--- config.mk ---
export PLATFORM = sky130hd
export DESIGN_NAME = bubble_vote_top
export DESIGN_NICKNAME = d
export VERILOG_FILES = /design/src/rtl/bv_pkg.sv /design/src/rtl/bv_maj3.sv /design/src/rtl/bv_vote_net.sv /design/src/rtl/bv_edge_onehot.sv /design/src/rtl/bubble_vote_top.sv
export SDC_FILE = /design/constraint.sdc
export NUM_CORES = 1
export LEC_CHECK = 0
export ABC_AREA = 1
export BUFFER_PORTS_ARGS = -buffer_cell sky130_fd_sc_hd__buf_2
export CORE_AREA = 2 2 57 59
export CTS_BUF_LIST = sky130_fd_sc_hd__clkbuf_16
export DETAILED_ROUTE_END_ITERATION = 16
export DIE_AREA = 0 0 59 61
export PLACE_DENSITY_LB_ADDON = 0.12
export SLEW_MARGIN = 5
export SYNTH_ARGS = -nofsm -noshare
export SYNTH_HDL_FRONTEND = slang
export SYNTH_HIERARCHICAL = 1
export SYNTH_SLANG_ARGS = --single-unit
--- constraint.sdc ---
create_clock -name clk_i -period 0.8 [get_ports clk_i]
set_clock_uncertainty 0.1 [all_clocks]
set_input_delay 0.24 -clock clk_i [delete_from_list [all_inputs] [get_ports clk_i]]
set_output_delay 0.24 -clock clk_i [all_outputs]
set_load 0.01 [all_outputs]
--- src/rtl/bv_pkg.sv ---
package bv_pkg;
    // value assumed below bit 0 and above the top bit when voting / edge finding
    localparam logic LOW_FILL  = 1'b1;
    localparam logic HIGH_FILL = 1'b0;
endpackage

--- src/rtl/bv_maj3.sv ---
module bv_maj3 (
    input  logic a_i,
    input  logic b_i,
    input  logic c_i,
    output logic y_o
);
    always_comb begin
        y_o = (a_i & b_i) | (a_i & c_i) | (b_i & c_i);
    end
endmodule

--- src/rtl/bv_vote_net.sv ---
module bv_vote_net #(
    parameter int WIDTH = 15
) (
    input  logic [WIDTH-1:0] raw_i,
    output logic [WIDTH-1:0] voted_o
);
    import bv_pkg::*;

    // raw word extended by one fill bit at each end
    logic [WIDTH+1:0] ext;

    always_comb begin
        ext = {HIGH_FILL, raw_i, LOW_FILL};
    end

    for (genvar j = 0; j < WIDTH; j++) begin : g_vote
        bv_maj3 u_maj (
            .a_i (ext[j]),
            .b_i (ext[j+1]),
            .c_i (ext[j+2]),
            .y_o (voted_o[j])
        );
    end
endmodule

--- src/rtl/bv_edge_onehot.sv ---
module bv_edge_onehot #(
    parameter int WIDTH = 15
) (
    input  logic [WIDTH-1:0] therm_i,
    output logic [WIDTH:0]   hot_o
);
    import bv_pkg::*;

    logic [WIDTH+1:0] ext;

    always_comb begin
        ext = {HIGH_FILL, therm_i, LOW_FILL};
    end

    // level k boundary: bit below is set, bit k itself is clear
    for (genvar k = 0; k <= WIDTH; k++) begin : g_edge
        assign hot_o[k] = ext[k] & ~ext[k+1];
    end
endmodule

--- src/rtl/bubble_vote_top.sv ---
module bubble_vote_top #(
    parameter int N      = 4,
    parameter bit HOT_EN = 1'b1
) (
    input  logic                 clk_i,
    input  logic                 rst_ni,
    input  logic [(1<<N)-2:0]    raw_i,
    output logic [(1<<N)-2:0]    therm_o,
    output logic [(1<<N)-1:0]    hot_o
);
    localparam int W = (1 << N) - 1;
    localparam int H = W + 1;

    typedef struct packed {
        logic [W-1:0] therm;
        logic [H-1:0] hot;
    } state_t;

    state_t       st_d, st_q;
    logic [W-1:0] voted;
    logic [H-1:0] hot_raw;
    logic [H-1:0] hot_sel;

    bv_vote_net #(.WIDTH(W)) u_vote (
        .raw_i   (raw_i),
        .voted_o (voted)
    );

    generate
        if (HOT_EN) begin : g_hot
            bv_edge_onehot #(.WIDTH(W)) u_edge (
                .therm_i (voted),
                .hot_o   (hot_raw)
            );
            assign hot_sel = hot_raw;
        end else begin : g_nohot
            assign hot_raw = '0;
            assign hot_sel = '0;
        end
    endgenerate

    always_comb begin
        st_d       = st_q;
        st_d.therm = voted;
        st_d.hot   = hot_sel;
    end

    always_ff @(posedge clk_i or negedge rst_ni) begin
        if (!rst_ni) begin
            st_q <= '0;
        end else begin
            st_q <= st_d;
        end
    end

    assign therm_o = st_q.therm;
    assign hot_o   = st_q.hot;
endmodule

==> results of run 1 <==
==> stage by stage <==
step / hold WS (ns) / setup TNS (ns) / total power, mW / area [sq um] / cells
floorplan: -0.156 / 0 / 2.03 / 1220 / 124
global placement: 0.101 / -0.950 / 2.29 / 1510 / 204
detailed placement: 0.105 / -1.26 / 2.31 / 1510 / 204
CTS: 0.140 / -9.49 / 4.05 / 1660 / 213
global route: 0.159 / -9.91 / 4.19 / 1670 / 213
finish: 0.144 / -9.12 / 4.00 / 1670 / 213
==> flip-flops by register name (all words and copies together), names as in the netlist <==
name,flops
hot_o,16
therm_o,15
==> worst paths after layout <==
| kind | slack, ns | cells past startpoint | to | startpoint |
|---|---|---|---|---|
| max | -0.31 | 1 | hot_o[8] | hot_o[8] |
| min in group asynchronous | 0.35 | 3 | therm_o[2] | rst_ni |
| max in group asynchronous | 0.08 | 3 | hot_o[15] | rst_ni |
| min | 0.14 | 3 | therm_o[13] | raw_i[14] |
==> cell type report <==
cell class | count | area share [%]
tap | 33 | 2.47
inverter | 14 | 3.15
clock buffer | 5 | 7.49
sequential | 31 | 46.4
timing repair buffer | 49 | 16.6
multi-input combinational | 78 | 23.1
clock inverter | 3 | 0.674
==> cells in the mapped netlist <==
cell / n / area, sq um
sky130_fd_sc_hd__buf_4: 1 / 7.51
sky130_fd_sc_hd__nor2_1: 14 / 52.6
sky130_fd_sc_hd__conb_1: 2 / 7.51
sky130_fd_sc_hd__dfrtp_1: 31 / 776
sky130_fd_sc_hd__nand3_2: 15 / 150
sky130_fd_sc_hd__inv_1: 14 / 52.6
sky130_fd_sc_hd__nand2_1: 45 / 169
==> routing by layer <==
| metal | global-route usage (%) | wire length (um) |
|---|---|---|
| met5 | 0 | 0 |
| met4 | 10.7 | 60 |
| met3 | 5.76 | 155 |
| met2 | 24.8 | 1100 |
| met1 | 15.1 | 845 |
==> timing repair <==
item,in CTS,in global routing
pin swaps,0,0
hold endpoints to repair,31,0
hold buffers,1,0
gates resized for setup,0,2
endpoints found under the setup margin,31,31
==> cells by family (layout without fill, tap and decap cells) <==
logic type	after synthesis	in the layout	share of synthesized area, %
buf+inv	15	71	4.94
flops	31	31	63.9
simple gates	74	74	30.6
other cells	2	4	0.618
==> power groups by stage <==
stage / clock (mW) / combinational, mW / sequential, mW
final: 1.71 / 0.549 / 1.74
after CTS: 1.76 / 0.553 / 1.74
after floorplan: 0 / 0.189 / 1.84
after global placement: 0 / 0.537 / 1.76
after global routing: 1.82 / 0.625 / 1.75
after detailed placement: 0 / 0.549 / 1.76
==> flow_summary.toml, run 1 <==
[status]
outcome = "finished, violations left"
failed_checks = "setup timing"

[routing]
routed-via-count = 940
drc = 0
routedWlPerCell_um = 10.1
drt-pass1-iter-count = 4
detailedRoute.firstIterationViolations = 8
drtAntennaViolNets = 0
avgViaCountPerCell = 4.41
wl_mm = 2.16

[synth]
post_synth_num_cell_types = 7
syn_area_per_cell_sq_um = 9.96
post_synth_instance_area_sq_um = 1210
seq_area_frac_synth_pct = 63.9
post_synthesis_instance_total = 122
number_of_synthesized_register_bits = 31
synthesis.yosys.warnings = 6

[power_and_ir_drop]
power.internal_mw = 3.04
power.share.switching_pct = 23.9
power_leakage_nw = 0.969
share_clk_of_total_power_pct = 42.8
power_switching_mw = 0.956
max-vdd-ir-drop_uv = 1370
power.combinational.fraction_pct = 13.7
power.density_nw_per_um2 = 2390
p_seq_share_pct = 43.4

[global_route]
number_of_antenna_violations_at_the_first_check_in_global_routing = 0
grt-ovfl-total = 0
grt_pass1_vias = 885
overall_track_demand_over_capacity_in_global_routing_pct = 14.8
grt_start_max_net_pins = 32
global_route_wire_length_before_repair_mm = 3.72

[finish]
final-seq-area_sq_um = 776
multi_input_area_sq_um = 387
finish.utilization_pct = 56.6
areaGrowthSynthToFinish_pct = 37.5
layout.filler_cells = 279
nets = 196
layout.cells.most_common_list = "45 x sky130_fd_sc_hd__buf_2, 45 x sky130_fd_sc_hd__nand2_1, 31 x sky130_fd_sc_hd__dfrtp_1"
fraction_of_final_layout_cells_with_drive_strength_greater_than_1_pct = 37.8
antenna-diode-count = 0

[setup_path]
path_cells = "buf_2"
endpoint_kind = "output pin"
critical_path_required_ns = 0.46
critPathTopFamily = "flip-flops"
critPathKind = "reg -> out"
critical_path_peak_fanout = 1
cp_num_buf_inv = 1
data_arrival_time_of_the_critical_path_ns = 0.77
critical_path.startpoint_type = "register"
critical_path.slowest_cell = "sky130_fd_sc_hd__dfrtp_1"
timing.critical_path.slowest_cell_delay_ns = 0.36

[die]
die_area_sq_um = 3600
row_count = 20
boundaryPins = 48
fp.dieH_um = 61
core_sq_um = 2950
effective_utilization_at_floorplan_pct = 41.1
die_x_um = 59

[cts]
ctsHtreeMaxLevel = 2
clock_tree.buffer_depth = 2
root_buffer = "sky130_fd_sc_hd__clkbuf_16"
clock_sink_count = 31
tritoncts_clock_tree = "yes"
cts.repair_timing.setup_buffer_count = 0
cts_buffers = 5
reg_clk_slew_reported_paths_ns = 0.05

[placement]
dp_hpwl_mm = 1.64
pre_cts_worst_setup_slack_ns = -0.0938
buffer_ports.inserted = 47
gpl.final_weighted_congestion = 0.678

[sta]
worst_slack_ns = -0.312
finalCritPeriodShare_pct = 139
rsz_0062_raised_after_global_routing = "true"
maxClockFrequency_mhz = 899
time_the_worst_path_needs_with_i_o_delays_and_setup_ns = 1.11
maxSlewViolCount = 0
hold_viol_final = 0
finalSetupViolations = 31

[hold_path]
worstHoldPathType = "in -> reg"

[flow_run]
drv.max_cap_violation_count = 0
Power figures use the tool's default switching activity.
==> run 2: changes to the inputs <==
PLACE_DENSITY = 0.83   (was unset)
PLACE_DENSITY_LB_ADDON = unset   (was 0.12)
==> flow_summary.toml, run 2 (synthesized netlist as in run 1, its figures left out) <==
[status]
outcome = "finished, violations left"
failed_checks = "setup timing"

[finish]
final-seq-area_sq_um = 776
largest_register_ff_count = 16
areaGrowthSynthToFinish_pct = 38.0
layout.cells.most_common_list = "45 x sky130_fd_sc_hd__nand2_1, 44 x sky130_fd_sc_hd__buf_2, 31 x sky130_fd_sc_hd__dfrtp_1"
fraction_of_final_layout_cells_with_drive_strength_greater_than_1_pct = 37.8
layout.filler_cells = 275
nets = 196
multi_input_area_sq_um = 387
postLayoutCellArea_sq_um = 1680
mostFrequentLayoutCell = "sky130_fd_sc_hd__nand2_1"
antenna-diode-count = 0

[placement]
gpl.final_weighted_congestion = 0.769
buffer_ports.inserted = 47
placedInstanceArea_sq_um = 1510
dp_hpwl_mm = 1.65

[power_and_ir_drop]
power_leakage_nw = 0.971
max-vdd-ir-drop_uv = 1190
power.density_nw_per_um2 = 2370

[setup_path]
critPathKind = "reg -> out"
data_arrival_time_of_the_critical_path_ns = 0.77
path_cells = "buf_2"
critical_path_required_ns = 0.46
endpoint_kind = "output pin"
timing.critical_path.slowest_cell_delay_ns = 0.37
cp_num_buf_inv = 1
critical_path_peak_fanout = 1
critical_path.slowest_cell = "sky130_fd_sc_hd__dfrtp_1"
critPathTopFamily = "flip-flops"
critical_path.startpoint_type = "register"

[routing]
drt-pass1-iter-count = 4
detailedRoute.firstIterationViolations = 11
wl_mm = 2.13
drtAntennaViolNets = 0
avgViaCountPerCell = 4.43
drc = 0
routed-via-count = 943
routedWlPerCell_um = 10.0

[global_route]
grt-ovfl-total = 0
global_route_wire_length_before_repair_mm = 3.59
grt_pass1_vias = 857
overall_track_demand_over_capacity_in_global_routing_pct = 14.0
number_of_antenna_violations_at_the_first_check_in_global_routing = 0
grt_start_max_net_pins = 32

[die]
die_area_sq_um = 3600
boundaryPins = 48
effective_utilization_at_floorplan_pct = 41.1
fp.dieH_um = 61
core_sq_um = 2950
row_count = 20
die_x_um = 59

[cts]
clock_sink_count = 31
cts_buffers = 5
reg_clk_slew_reported_paths_ns = 0.05
tritoncts_clock_tree = "yes"
root_buffer = "sky130_fd_sc_hd__clkbuf_16"
clock_tree.buffer_depth = 2
ctsHtreeMaxLevel = 2

[sta]
maxSlewViolCount = 0
maxClockFrequency_mhz = 900
finalCritPeriodShare_pct = 139
finalSetupViolations = 31
rsz_0062_raised_after_global_routing = "true"
totalNegativeSetupSlack_ns = -9.00
worst_slack_ns = -0.312
hold_viol_final = 0
time_the_worst_path_needs_with_i_o_delays_and_setup_ns = 1.11

[hold_path]
worstHoldPathType = "in -> reg"

[flow_run]
drv.max_cap_violation_count = 0
==> run 2: cell counts in the layout (fill, tap and decap cells not counted) <==
Identical to the previous run, type by type.
==> run 2: area by class of cell <==
class / instances / area share [%]
Timing Repair Buffer: 49 / 16.9
Clock buffer: 5 / 7.46
Tap cell: 33 / 2.46
Multi-Input combinational cell: 78 / 23.1
Inverter: 14 / 3.13
Clock inverter: 3 / 0.672
Sequential cell: 31 / 46.3
==> run 2: worst paths after layout <==
path / startpoint / end / cells past startpoint
hold / removal: raw_i[0] / therm_o[1] / 3
max in group asynchronous: rst_ni / therm_o[2] / 3
setup / recovery: hot_o[10] / hot_o[10] / 1
min in group asynchronous: rst_ni / therm_o[9] / 3
==> run 2: what timing repair did <==
item,in CTS,in global routing
resized for setup,0,3
hold buffers,1,0
endpoints found under the setup margin,31,31
endpoints found under the hold margin,31,0
buffers inserted,0,0
==> run 2: report_power, final <==
| part | internal [mW] | switching (mW) | total [mW] | leakage [nW] |
|---|---|---|---|---|
| logic | 0.227 | 0.329 | 0.556 | 0.528 |
| clock network | 1.11 | 0.565 | 1.68 | 0.0701 |
| registers | 1.70 | 0.0334 | 1.74 | 0.373 |
==> run 2: layer usage <==
layer | vias up | track usage, % | wire (um)
li1 | 477 | - | -
met1 | 427 | 13.9 | 809
met2 | 33 | 24.1 | 1110
met3 | 6 | 6.82 | 174
met4 | 0 | 7.79 | 37
met5 | - | 0 | 0
==> run 2: metrics by stage <==
step           power (mW)  util [%]  instances  setup slack, ns  hold WS (ns)
5_1_grt              4.20      56.8        213           -0.347         0.164
3_3_place_gp         2.29      51.2        204          -0.0745        0.0980
4_1_cts              4.01      56.1        213           -0.322         0.147
6_report             3.97      56.8        213           -0.312         0.151
3_5_place_dp         2.31      51.2        204          -0.0782        0.0998
2_1_floorplan        2.03         -        124           0.0808        -0.156
==> run 3: changes to the inputs <==
CORE_AREA = 2 2 53 55   (was 2 2 57 59)
DIE_AREA = 0 0 55 57   (was 0 0 59 61)
PLACE_DENSITY = 0.9   (was 0.83)
clock period = 1.42 ns   (was 0.8 ns; I/O delays follow)
==> flow_summary.toml, run 3 (synthesized netlist as in run 1, its figures left out) <==
[status]
outcome = "finished, final reports clean"

[sta]
maxSlewViolCount = 0
maxClockFrequency_mhz = 772
finalSetupViolations = 0
time_the_worst_path_needs_with_i_o_delays_and_setup_ns = 1.29
hold_viol_final = 0
finalCritPeriodShare_pct = 91.2
totalNegativeSetupSlack_ns = 0
rsz_0062_raised_after_global_routing = "false"

[global_route]
overall_track_demand_over_capacity_in_global_routing_pct = 16.6
grt_pass1_vias = 893
global_route_wire_length_before_repair_mm = 3.57
grt_start_max_net_pins = 17
grt-ovfl-total = 0
number_of_antenna_violations_at_the_first_check_in_global_routing = 0

[die]
fp.dieH_um = 57
die_x_um = 55
row_count = 19
effective_utilization_at_floorplan_pct = 46.5
die_area_sq_um = 3140
core_sq_um = 2620
boundaryPins = 48

[routing]
drt-pass1-iter-count = 4
avgViaCountPerCell = 4.56
wl_mm = 2.26
drtAntennaViolNets = 0
routedWlPerCell_um = 10.8
detailedRoute.firstIterationViolations = 10
routed-via-count = 954
drc = 0

[setup_path]
timing.critical_path.slowest_cell_delay_ns = 0.36
endpoint_kind = "output pin"
critical_path_required_ns = 0.89
path_cells = "buf_2"
critical_path.slowest_cell = "sky130_fd_sc_hd__dfrtp_1"
critical_path_peak_fanout = 1
data_arrival_time_of_the_critical_path_ns = 0.77
critical_path.startpoint_type = "register"
cp-startpoint = "hot_o[8]"
worst-path-stages = 1
critPathKind = "reg -> out"
cp_num_buf_inv = 1
critPathTopFamily = "flip-flops"
last_element_of_the_critical_path = "hot_o[8]"

[finish]
finish.utilization_pct = 63.0
largest_register_ff_count = 16
areaGrowthSynthToFinish_pct = 35.6
postLayoutCellArea_sq_um = 1650
nets = 196
fraction_of_final_layout_cells_with_drive_strength_greater_than_1_pct = 38.2
mostFrequentLayoutCell = "sky130_fd_sc_hd__buf_2"
antenna-diode-count = 0
layout.cells.most_common_list = "47 x sky130_fd_sc_hd__buf_2, 45 x sky130_fd_sc_hd__nand2_1, 31 x sky130_fd_sc_hd__dfrtp_1"
layout.cells.non_filler = 209

[cts]
cts_resized = 0
cts.repair_timing.setup_buffer_count = 0
ctsHtreeMaxLevel = 2
cts_buffers = 5
clock_sink_count = 31
clock_tree.buffer_depth = 2
root_buffer = "sky130_fd_sc_hd__clkbuf_16"
tritoncts_clock_tree = "yes"
reg_clk_slew_reported_paths_ns = 0.05
cts-hold-fix-buffers = 1

[placement]
placedInstanceArea_sq_um = 1510
gpl.final_weighted_congestion = 0.725
buffer_ports.inserted = 47
dp_hpwl_mm = 1.73
place_inst = 202

[hold_path]
worstHoldPathType = "in -> reg"

[power_and_ir_drop]
power.density_nw_per_um2 = 1340
power_leakage_nw = 0.961
max-vdd-ir-drop_uv = 1150

[flow_run]
drv.max_cap_violation_count = 0
==> run 3: per-layer routing <==
layer	vias to the layer above	global-route usage (%)	part of all wire (%)
li1	474	-	-
met1	446	17.5	35
met2	29	26.5	52
met3	5	10.2	12
met4	0	6.27	1.6
met5	-	0	0
==> run 3: worst min-delay path by stage <==
stage | slack [ns] | start | end | cells after the start
3_3_place_gp | 0.26 | rst_ni | hot_o[10] | 1
6_report | 0.34 | raw_i[0] | therm_o[1] | 3
3_5_place_dp | 0.26 | rst_ni | hot_o[10] | 1
2_1_floorplan | 0.03 | rst_ni | hot_o[0] | 0
4_1_cts | 0.33 | raw_i[0] | therm_o[1] | 3
5_1_grt | 0.35 | raw_i[0] | therm_o[0] | 3
==> run 3: report_power, final <==
part / internal [mW] / switching (mW) / total, mW
registers: 0.961 / 0.0162 / 0.977
clock network: 0.616 / 0.303 / 0.919
logic: 0.119 / 0.190 / 0.310
total: 1.70 / 0.510 / 2.21
==> run 3: cell type report <==
| type | instances | area (sq um) |
|---|---|---|
| repair buffers | 49 | 265 |
| fillers | 240 | 967 |
| inverters | 14 | 52.6 |
| clock buffers | 5 | 125 |
| well taps | 31 | 38.8 |
| multi-input cells | 78 | 387 |
| flip-flops and latches | 31 | 776 |
| clock inverters | 1 | 3.75 |
==> run 3: metrics by stage <==
stage / hold WS, ns / total power, mW / setup slack [ns]
6_report: 0.337 / 2.21 / 0.125
5_1_grt: 0.353 / 2.32 / 0.100
4_1_cts: 0.331 / 2.23 / 0.118
3_5_place_dp: 0.263 / 1.30 / 0.352
3_3_place_gp: 0.255 / 1.29 / 0.375
2_1_floorplan: 0.0304 / 1.14 / 0.515
